$ cat src/rtl/dec_pkg.sv
package dec_pkg;

    typedef enum logic [0:0] {
        SEQ_IDLE   = 1'b0,
        SEQ_STREAM = 1'b1
    } seq_state_e;

    // Micro-op value: opcode followed by the expansion step index.
    function automatic logic [15:0] pack_uop16(input logic [7:0] op, input logic [7:0] step);
        return {op, step};
    endfunction

endpackage

$ cat src/rtl/dec_slot_class.sv
module dec_slot_class #(
    parameter int OPW   = 8,
    parameter int CW    = 3,
    parameter int LANES = 4
) (
    input  logic [OPW+CW-1:0] insn,
    output logic [OPW-1:0]    op,
    output logic [CW-1:0]     cnt,
    output logic              simple,
    output logic              micro
);
    always_comb begin
        op     = insn[OPW+CW-1:CW];
        cnt    = insn[CW-1:0];
        simple = (insn[CW-1:0] == '0);
        micro  = (int'(insn[CW-1:0]) >= LANES);
    end
endmodule

$ cat src/rtl/dec_group_pack.sv
module dec_group_pack #(
    parameter int OPW   = 8,
    parameter int CW    = 3,
    parameter int SLOTS = 4,
    parameter int LANES = 4,
    localparam int UOPW = OPW + CW,
    localparam int NW   = $clog2(SLOTS + 1)
) (
    input  logic [SLOTS-1:0]           valid,
    input  logic [SLOTS-1:0][OPW-1:0]  op,
    input  logic [SLOTS-1:0][CW-1:0]   cnt,
    input  logic [SLOTS-1:0]           simple,
    input  logic [SLOTS-1:0]           micro,
    output logic [LANES-1:0]           lane_valid,
    output logic [LANES-1:0][UOPW-1:0] lane_data,
    output logic [NW-1:0]              n_insn
);
    always_comb begin
        int  fill;
        logic stop;
        lane_valid = '0;
        lane_data  = '0;
        n_insn     = '0;
        fill       = 0;
        stop       = 1'b0;
        // Slot 0: the only slot allowed a multi-step expansion.
        if (valid[0] && !micro[0]) begin
            for (int k = 0; k < LANES; k++) begin
                if (k <= int'(cnt[0])) begin
                    lane_valid[k] = 1'b1;
                    lane_data[k]  = {op[0], CW'(k)};
                end
            end
            fill   = int'(cnt[0]) + 1;
            n_insn = NW'(1);
        end else begin
            stop = 1'b1;
        end
        // Slots 1..: single-step only; anything else closes the group.
        for (int i = 1; i < SLOTS; i++) begin
            if (!stop) begin
                if (valid[i] && simple[i] && (fill < LANES)) begin
                    for (int k = 0; k < LANES; k++) begin
                        if (k == fill) begin
                            lane_valid[k] = 1'b1;
                            lane_data[k]  = {op[i], CW'(0)};
                        end
                    end
                    fill   = fill + 1;
                    n_insn = n_insn + NW'(1);
                end else begin
                    stop = 1'b1;
                end
            end
        end
    end
endmodule

$ cat src/rtl/dec_useq.sv
module dec_useq
    import dec_pkg::*;
#(
    parameter int OPW = 8,
    parameter int CW  = 3,
    localparam int UOPW = OPW + CW
) (
    input  logic            clk,
    input  logic            rst_n,
    input  logic            start,
    input  logic [OPW-1:0]  start_op,
    input  logic [CW-1:0]   start_cnt,
    input  logic            out_ready,
    output logic            busy,
    output logic            done,
    output logic [UOPW-1:0] uop
);
    seq_state_e     state_q, state_d;
    logic [OPW-1:0] op_q;
    logic [CW-1:0]  last_q, step_q;
    logic           at_last;

    assign at_last = (step_q == last_q);

    always_comb begin
        state_d = state_q;
        unique case (state_q)
            SEQ_IDLE:   if (start) state_d = SEQ_STREAM;
            SEQ_STREAM: if (out_ready && at_last) state_d = SEQ_IDLE;
            default:    state_d = SEQ_IDLE;
        endcase
    end

    always_ff @(posedge clk) begin
        if (!rst_n) state_q <= SEQ_IDLE;
        else        state_q <= state_d;
    end

    always_ff @(posedge clk) begin
        if (!rst_n) begin
            op_q   <= '0;
            last_q <= '0;
            step_q <= '0;
        end else if (state_q == SEQ_IDLE && start) begin
            op_q   <= start_op;
            last_q <= start_cnt;
            step_q <= '0;
        end else if (state_q == SEQ_STREAM && out_ready) begin
            step_q <= step_q + CW'(1);
        end
    end

    always_comb begin
        busy = 1'b0;
        done = 1'b0;
        uop  = '0;
        unique case (state_q)
            SEQ_IDLE: ;
            SEQ_STREAM: begin
                busy = 1'b1;
                done = out_ready && at_last;
                uop  = {op_q, step_q};
            end
            default: ;
        endcase
    end

    AST_SEQ_HOLD: assert property (@(posedge clk) disable iff (!rst_n)
        (busy && !out_ready) |=> (busy && $stable(uop)));
    AST_SEQ_EXIT: assert property (@(posedge clk) disable iff (!rst_n)
        done |=> !busy);
    AST_SEQ_STEP: assert property (@(posedge clk) disable iff (!rst_n)
        (busy && out_ready && !done) |=> (busy && uop[CW-1:0] == $past(uop[CW-1:0]) + CW'(1)));
endmodule

$ cat src/rtl/asym_decoder.sv
module asym_decoder #(
    parameter int OPW   = 8,
    parameter int CW    = 3,
    parameter int SLOTS = 4,
    parameter int LANES = 4,
    localparam int IW   = OPW + CW,
    localparam int UOPW = OPW + CW,
    localparam int NW   = $clog2(SLOTS + 1)
) (
    input  logic                  clk,
    input  logic                  rst_n,
    input  logic [SLOTS-1:0]      win_valid,
    input  logic [SLOTS*IW-1:0]   win_insn,
    output logic [NW-1:0]         take_cnt,
    output logic                  out_valid,
    input  logic                  out_ready,
    output logic [LANES-1:0]      uop_valid,
    output logic [LANES*UOPW-1:0] uop_data
);
    logic [SLOTS-1:0][OPW-1:0]  s_op;
    logic [SLOTS-1:0][CW-1:0]   s_cnt;
    logic [SLOTS-1:0]           s_simple, s_micro;
    logic [LANES-1:0]           p_valid;
    logic [LANES-1:0][UOPW-1:0] p_data;
    logic [NW-1:0]              p_n;
    logic                       sq_busy, sq_done, sq_start;
    logic [UOPW-1:0]            sq_uop;

    for (genvar g = 0; g < SLOTS; g++) begin : g_slot
        dec_slot_class #(.OPW(OPW), .CW(CW), .LANES(LANES)) u_class (
            .insn   (win_insn[g*IW +: IW]),
            .op     (s_op[g]),
            .cnt    (s_cnt[g]),
            .simple (s_simple[g]),
            .micro  (s_micro[g])
        );
    end

    dec_group_pack #(.OPW(OPW), .CW(CW), .SLOTS(SLOTS), .LANES(LANES)) u_pack (
        .valid      (win_valid),
        .op         (s_op),
        .cnt        (s_cnt),
        .simple     (s_simple),
        .micro      (s_micro),
        .lane_valid (p_valid),
        .lane_data  (p_data),
        .n_insn     (p_n)
    );

    assign sq_start = win_valid[0] && s_micro[0];

    dec_useq #(.OPW(OPW), .CW(CW)) u_seq (
        .clk       (clk),
        .rst_n     (rst_n),
        .start     (sq_start),
        .start_op  (s_op[0]),
        .start_cnt (s_cnt[0]),
        .out_ready (out_ready),
        .busy      (sq_busy),
        .done      (sq_done),
        .uop       (sq_uop)
    );

    always_comb begin
        if (sq_busy) begin
            uop_valid            = '0;
            uop_valid[0]         = 1'b1;
            uop_data             = '0;
            uop_data[UOPW-1:0]   = sq_uop;
            take_cnt             = sq_done ? NW'(1) : '0;
        end else begin
            uop_valid = p_valid;
            uop_data  = p_data;
            take_cnt  = out_ready ? p_n : '0;
        end
        out_valid = |uop_valid;
    end

    AST_NO_TAKE_STALL: assert property (@(posedge clk) disable iff (!rst_n)
        !out_ready |-> (take_cnt == '0));
    AST_STREAM_SOLO: assert property (@(posedge clk) disable iff (!rst_n)
        sq_busy |-> (uop_valid[LANES-1:1] == '0));
    AST_LANE_PREFIX: assert property (@(posedge clk) disable iff (!rst_n)
        ((uop_valid & (uop_valid + LANES'(1))) == '0));
    AST_TAKE_BOUND: assert property (@(posedge clk) disable iff (!rst_n)
        (int'(take_cnt) <= $countones(uop_valid)));
    AST_ENTRY_EMPTY: assert property (@(posedge clk) disable iff (!rst_n)
        (!sq_busy && sq_start) |-> (uop_valid == '0 && take_cnt == '0));
endmodule

$ cat config.mk
export PLATFORM = sky130hd
export DESIGN_NAME = asym_decoder
export DESIGN_NICKNAME = d
export VERILOG_FILES = /design/src/rtl/dec_pkg.sv /design/src/rtl/dec_slot_class.sv /design/src/rtl/dec_group_pack.sv /design/src/rtl/dec_useq.sv /design/src/rtl/asym_decoder.sv
export SDC_FILE = /design/constraint.sdc
export NUM_CORES = 1
export LEC_CHECK = 0
export CELL_PAD_IN_SITES_DETAIL_PLACEMENT = 1
export CELL_PAD_IN_SITES_GLOBAL_PLACEMENT = 1
export CORE_MARGIN = 2
export CORE_UTILIZATION = 29
export DETAILED_ROUTE_END_ITERATION = 10
export GPL_ROUTABILITY_DRIVEN = 0
export HOLD_SLACK_MARGIN = 0.02
export PLACE_DENSITY = 0.86
export SLEW_MARGIN = 20
export SYNTH_ARGS = -nofsm -noshare
export SYNTH_HDL_FRONTEND = slang
export SYNTH_SLANG_ARGS = --single-unit
$ cat constraint.sdc
create_clock -name clk -period 6.28 [get_ports clk]
set_input_delay 1.256 -clock clk [delete_from_list [all_inputs] [get_ports clk]]
set_output_delay 1.256 -clock clk [all_outputs]
set_load 0.02 [all_outputs]
==> flow_metrics.tcl <==
set metrics [dict create \
    worst_slew_pin_slew_ns 1.06 \
    p_leak_uw 0.00191 \
    p_switching_uw 126 \
    clk_path_buf_depth 2 \
    pwr-share-seq_pct 31.6 \
    die_w_um 96.4 \
    wire_per_inst_um 18.4 \
    status "finished, final reports clean" \
    root_buffer "clkbuf_8" \
    synth_area_per_cell_um2 6.28 \
    worst_r2r_startpoint "u_seq.state_q$_SDFF_PN0_" \
    syn_area_mm2 0.00248 \
    yosysWarnings 0 \
    synth_seq_cells 15 \
    dp_hpwl_um 8760 \
    dominantRegCellSynth "dfxtp_1" \
    grt_pass1_vias 3343 \
    setup_ws_ns 0.218 \
    swShare_pct 36.6 \
    hold_depth 2 \
    whs_ns 0.465 \
    clk_pin_slew_ns 0.06 \
    cts_tree "done" \
    arrival_ns 4.81 \
    fin_crit_sh_pct 96.5 \
    pwr-share-clk_pct 21.9 \
    hold_viol 0 \
    drv_slew 0 \
    antenna_found_initial 0 \
    syn_to_final_growth_pct 50.6 \
    placed_area_mm2 0.00359 \
    nets 547 \
    final_layout_size_suffix_gt1_share_pct 8.66 \
    synth.distinct_cells 50 \
    crit_chain "clkdlybuf4s50_1 -> or4b_1 -> a21oi_2 -> xnor2_1 -> and2_1 -> ha_1 -> a311oi_1 -> a221oi_2 -> nand3_1 -> buf_4 -> a31oi_1 -> clkdlybuf4s50_1" \
    min_period_ns 6.06 \
    clock_latency_ns 0.24 \
    drc 0 \
    grt_overflow 0 \
    grtUsageTotal_pct 22.5 \
    min_from "u_seq.op_q[1]$_SDFFE_PN0P_" \
    setup_viol_count_final 0 \
    initial_core_util_pct 30.0 \
    worstSetupPathType "in2out" \
    routed_wl_um 10900 \
    dieArea_mm2 0.00929 \
    internal_power_uw 218 \
    drv_cap 0 \
    first_iter_violations 206 \
    utilization_pct 45.2 \
    rsz0062_at_grt "false" \
    max_stage_delay_ns 0.65 \
    start_kind "primary input" \
    end_kind "output port" \
    hold_path.class "reg2reg" \
    slew_headroom_pct 29.4 \
    crit_start "win_insn[11]" \
    synthArstFlopShare_pct 0 \
    path_buf_inv 3 \
    finalInstanceArea_mm2 0.00373 \
    pre_cts_ws_ns -0.107 \
    fmax_mhz 165 \
    antennaDiodeCount 0 \
    io-pin-count 103 \
    cp_max_fo 4 \
    path_delay_family "buffers and inverters" \
    via_per_inst 5.68 \
    fin_skew_ns 0.00148 \
    ys_seq_area_share_pct 12.1 \
    critical_path_required_ns 5.02 \
    drt-pass1-iter-count 4 \
    r2r.worst_path.cells 4 \
    grt_pass1_wl_um 16500 \
    grt_max_degree 53 \
    post_cts.repair.setup_buffers 0 \
    critPathSlowestCell "clkdlybuf4s50_1" \
    ant_nets 0 \
    synth-edff-count 0 \
    cts_htree_levels 1 \
    vias 3352 \
    hold_buffers 0 \
    cp_common_cell "clkdlybuf4s50_1" \
    powerDensity_mw_per_mm2 92.3 \
    vdd.ir_drop.worst_v 0.000106 \
    setup_tns_ns 0 \
    syn_inst 394 \
    combinationalPowerShare_pct 46.5 \
    path_depth 12 \
    die_h_um 96.4 \
    cts_buffers 3 \
    port_buffers 97 \
    placementRows 33 \
    core_mm2 0.00826 \
    clkSinkCount 15 \
]
-- cell usage after synthesis (all sizes together), types with 2 or more instances --
library cell / count / area, um^2
nand3b: 2 / 15.0
nor3b: 4 / 40.0
dfxtp: 15 / 300
nand2: 82 / 308
o31ai: 8 / 60.1
o21a: 2 / 15.0
nand2b: 4 / 25.0
nand3: 34 / 170
ha: 10 / 125
clkbuf: 21 / 78.8
o21ai: 5 / 25.0
and2: 4 / 25.0
o211ai: 2 / 15.0
a21boi: 10 / 75.1
xnor2: 2 / 17.5
a31oi: 9 / 56.3
xor2: 4 / 35.0
nor2b: 4 / 25.0
nor2: 45 / 169
a211oi: 27 / 233
or4b: 3 / 30.0
and3: 11 / 68.8
or3: 3 / 23.8
a22o: 8 / 70.1
nor4b: 2 / 38.8
buf: 10 / 68.8
nor3: 4 / 20.0
a21oi: 36 / 180
a311oi: 3 / 38.8
inv: 10 / 37.5
-- worst reg2reg max path, stage by stage, from the launching register on --
cell	delay, ns
dfxtp_2	1.01
inv_1	0.41
nand3_1	0.50
nand2_1	0.19
a21oi_1	0.17
-- cells in the final DEF (no fill, tap or decap), types with 3 or more instances in the layout --
cell type,n
nand2_1,82
clkdlybuf4s50_1,66
nor2_1,44
a21oi_1,35
nand3_1,34
dlymetal6s2s_1,31
a211oi_1,21
buf_4,16
dfxtp_1,14
and3_1,11
inv_1,10
a21boi_0,10
ha_1,10
a31oi_1,9
a22o_1,8
o31ai_1,8
a211oi_2,6
conb_1,5
nand2b_1,4
and2_1,4
xor2_1,4
nor3_1,4
o21ai_0,4
nor2b_1,3
clkbuf_8,3
-- worst paths after layout --
check                                                     to  slack, ns
worst max-delay path                            uop_valid[2]       0.22
worst min-delay path              u_seq.op_q[1]$_SDFFE_PN0P_       0.47
worst max register to register  u_seq.step_q[1]$_SDFFE_PP0P_       3.93
worst min register to register    u_seq.op_q[1]$_SDFFE_PN0P_       0.47
-- flip-flops by register name (all words and copies together), names as in the netlist --
signal and count:
u_seq.last_q 3, u_seq.state_q 1, u_seq.op_q 8, u_seq.step_q 3
-- per-stage QoR --
stage	std cells	power, uW
final	590	344
after floorplan	398	183
after global placement	586	265
after CTS	590	346
after global routing	590	363
after detailed placement	586	269
-- timing repair --
action / CTS / global route
pin swaps: 0 / 1
endpoints found under the setup margin: 22 / 34
gates resized for setup: 1 / 35
-- power by group through the flow --
stage          clock network (uW)  logic, uW  registers, uW
2_1_floorplan                   0       79.8            103
3_3_place_gp                    0        155            110
3_5_place_dp                    0        158            111
4_1_cts                      77.6        160            109
5_1_grt                      81.0        172            110
6_report                     75.3        160            109
-- metal layers --
layer	vias up	GRT usage, %	part of all wire, %
met5	-	0	0
met4	0	4.69	1.3
met3	14	3.96	7.4
met2	126	39.6	48
met1	1622	28.6	43
li1	1590	-	-
-- cell families (layout without fill, tap and decap cells) --
family                     Yosys count  after routing  synth area share, %
adders and majority gates           10             10                 5.05
xor gates and xnor gates             6              6                 2.12
AOI/OAI and AO/OA                  117            117                 33.6
and+or+nand+nor                    204            204                 39.5
DFF                                 15             15                 12.1
buffers and inverters               41            128                 7.48
other                                1              5                0.151
-- layout make-up --
class                      instances  area [um^2]
tap                              105          131
sequential                        15          302
inverter                          10         37.5
fill                            1067         4530
multi-input combinational        342         2020
clock buffer                       4         45.0
timing repair buffer             114         1190
(Power assumes the default switching activity.)
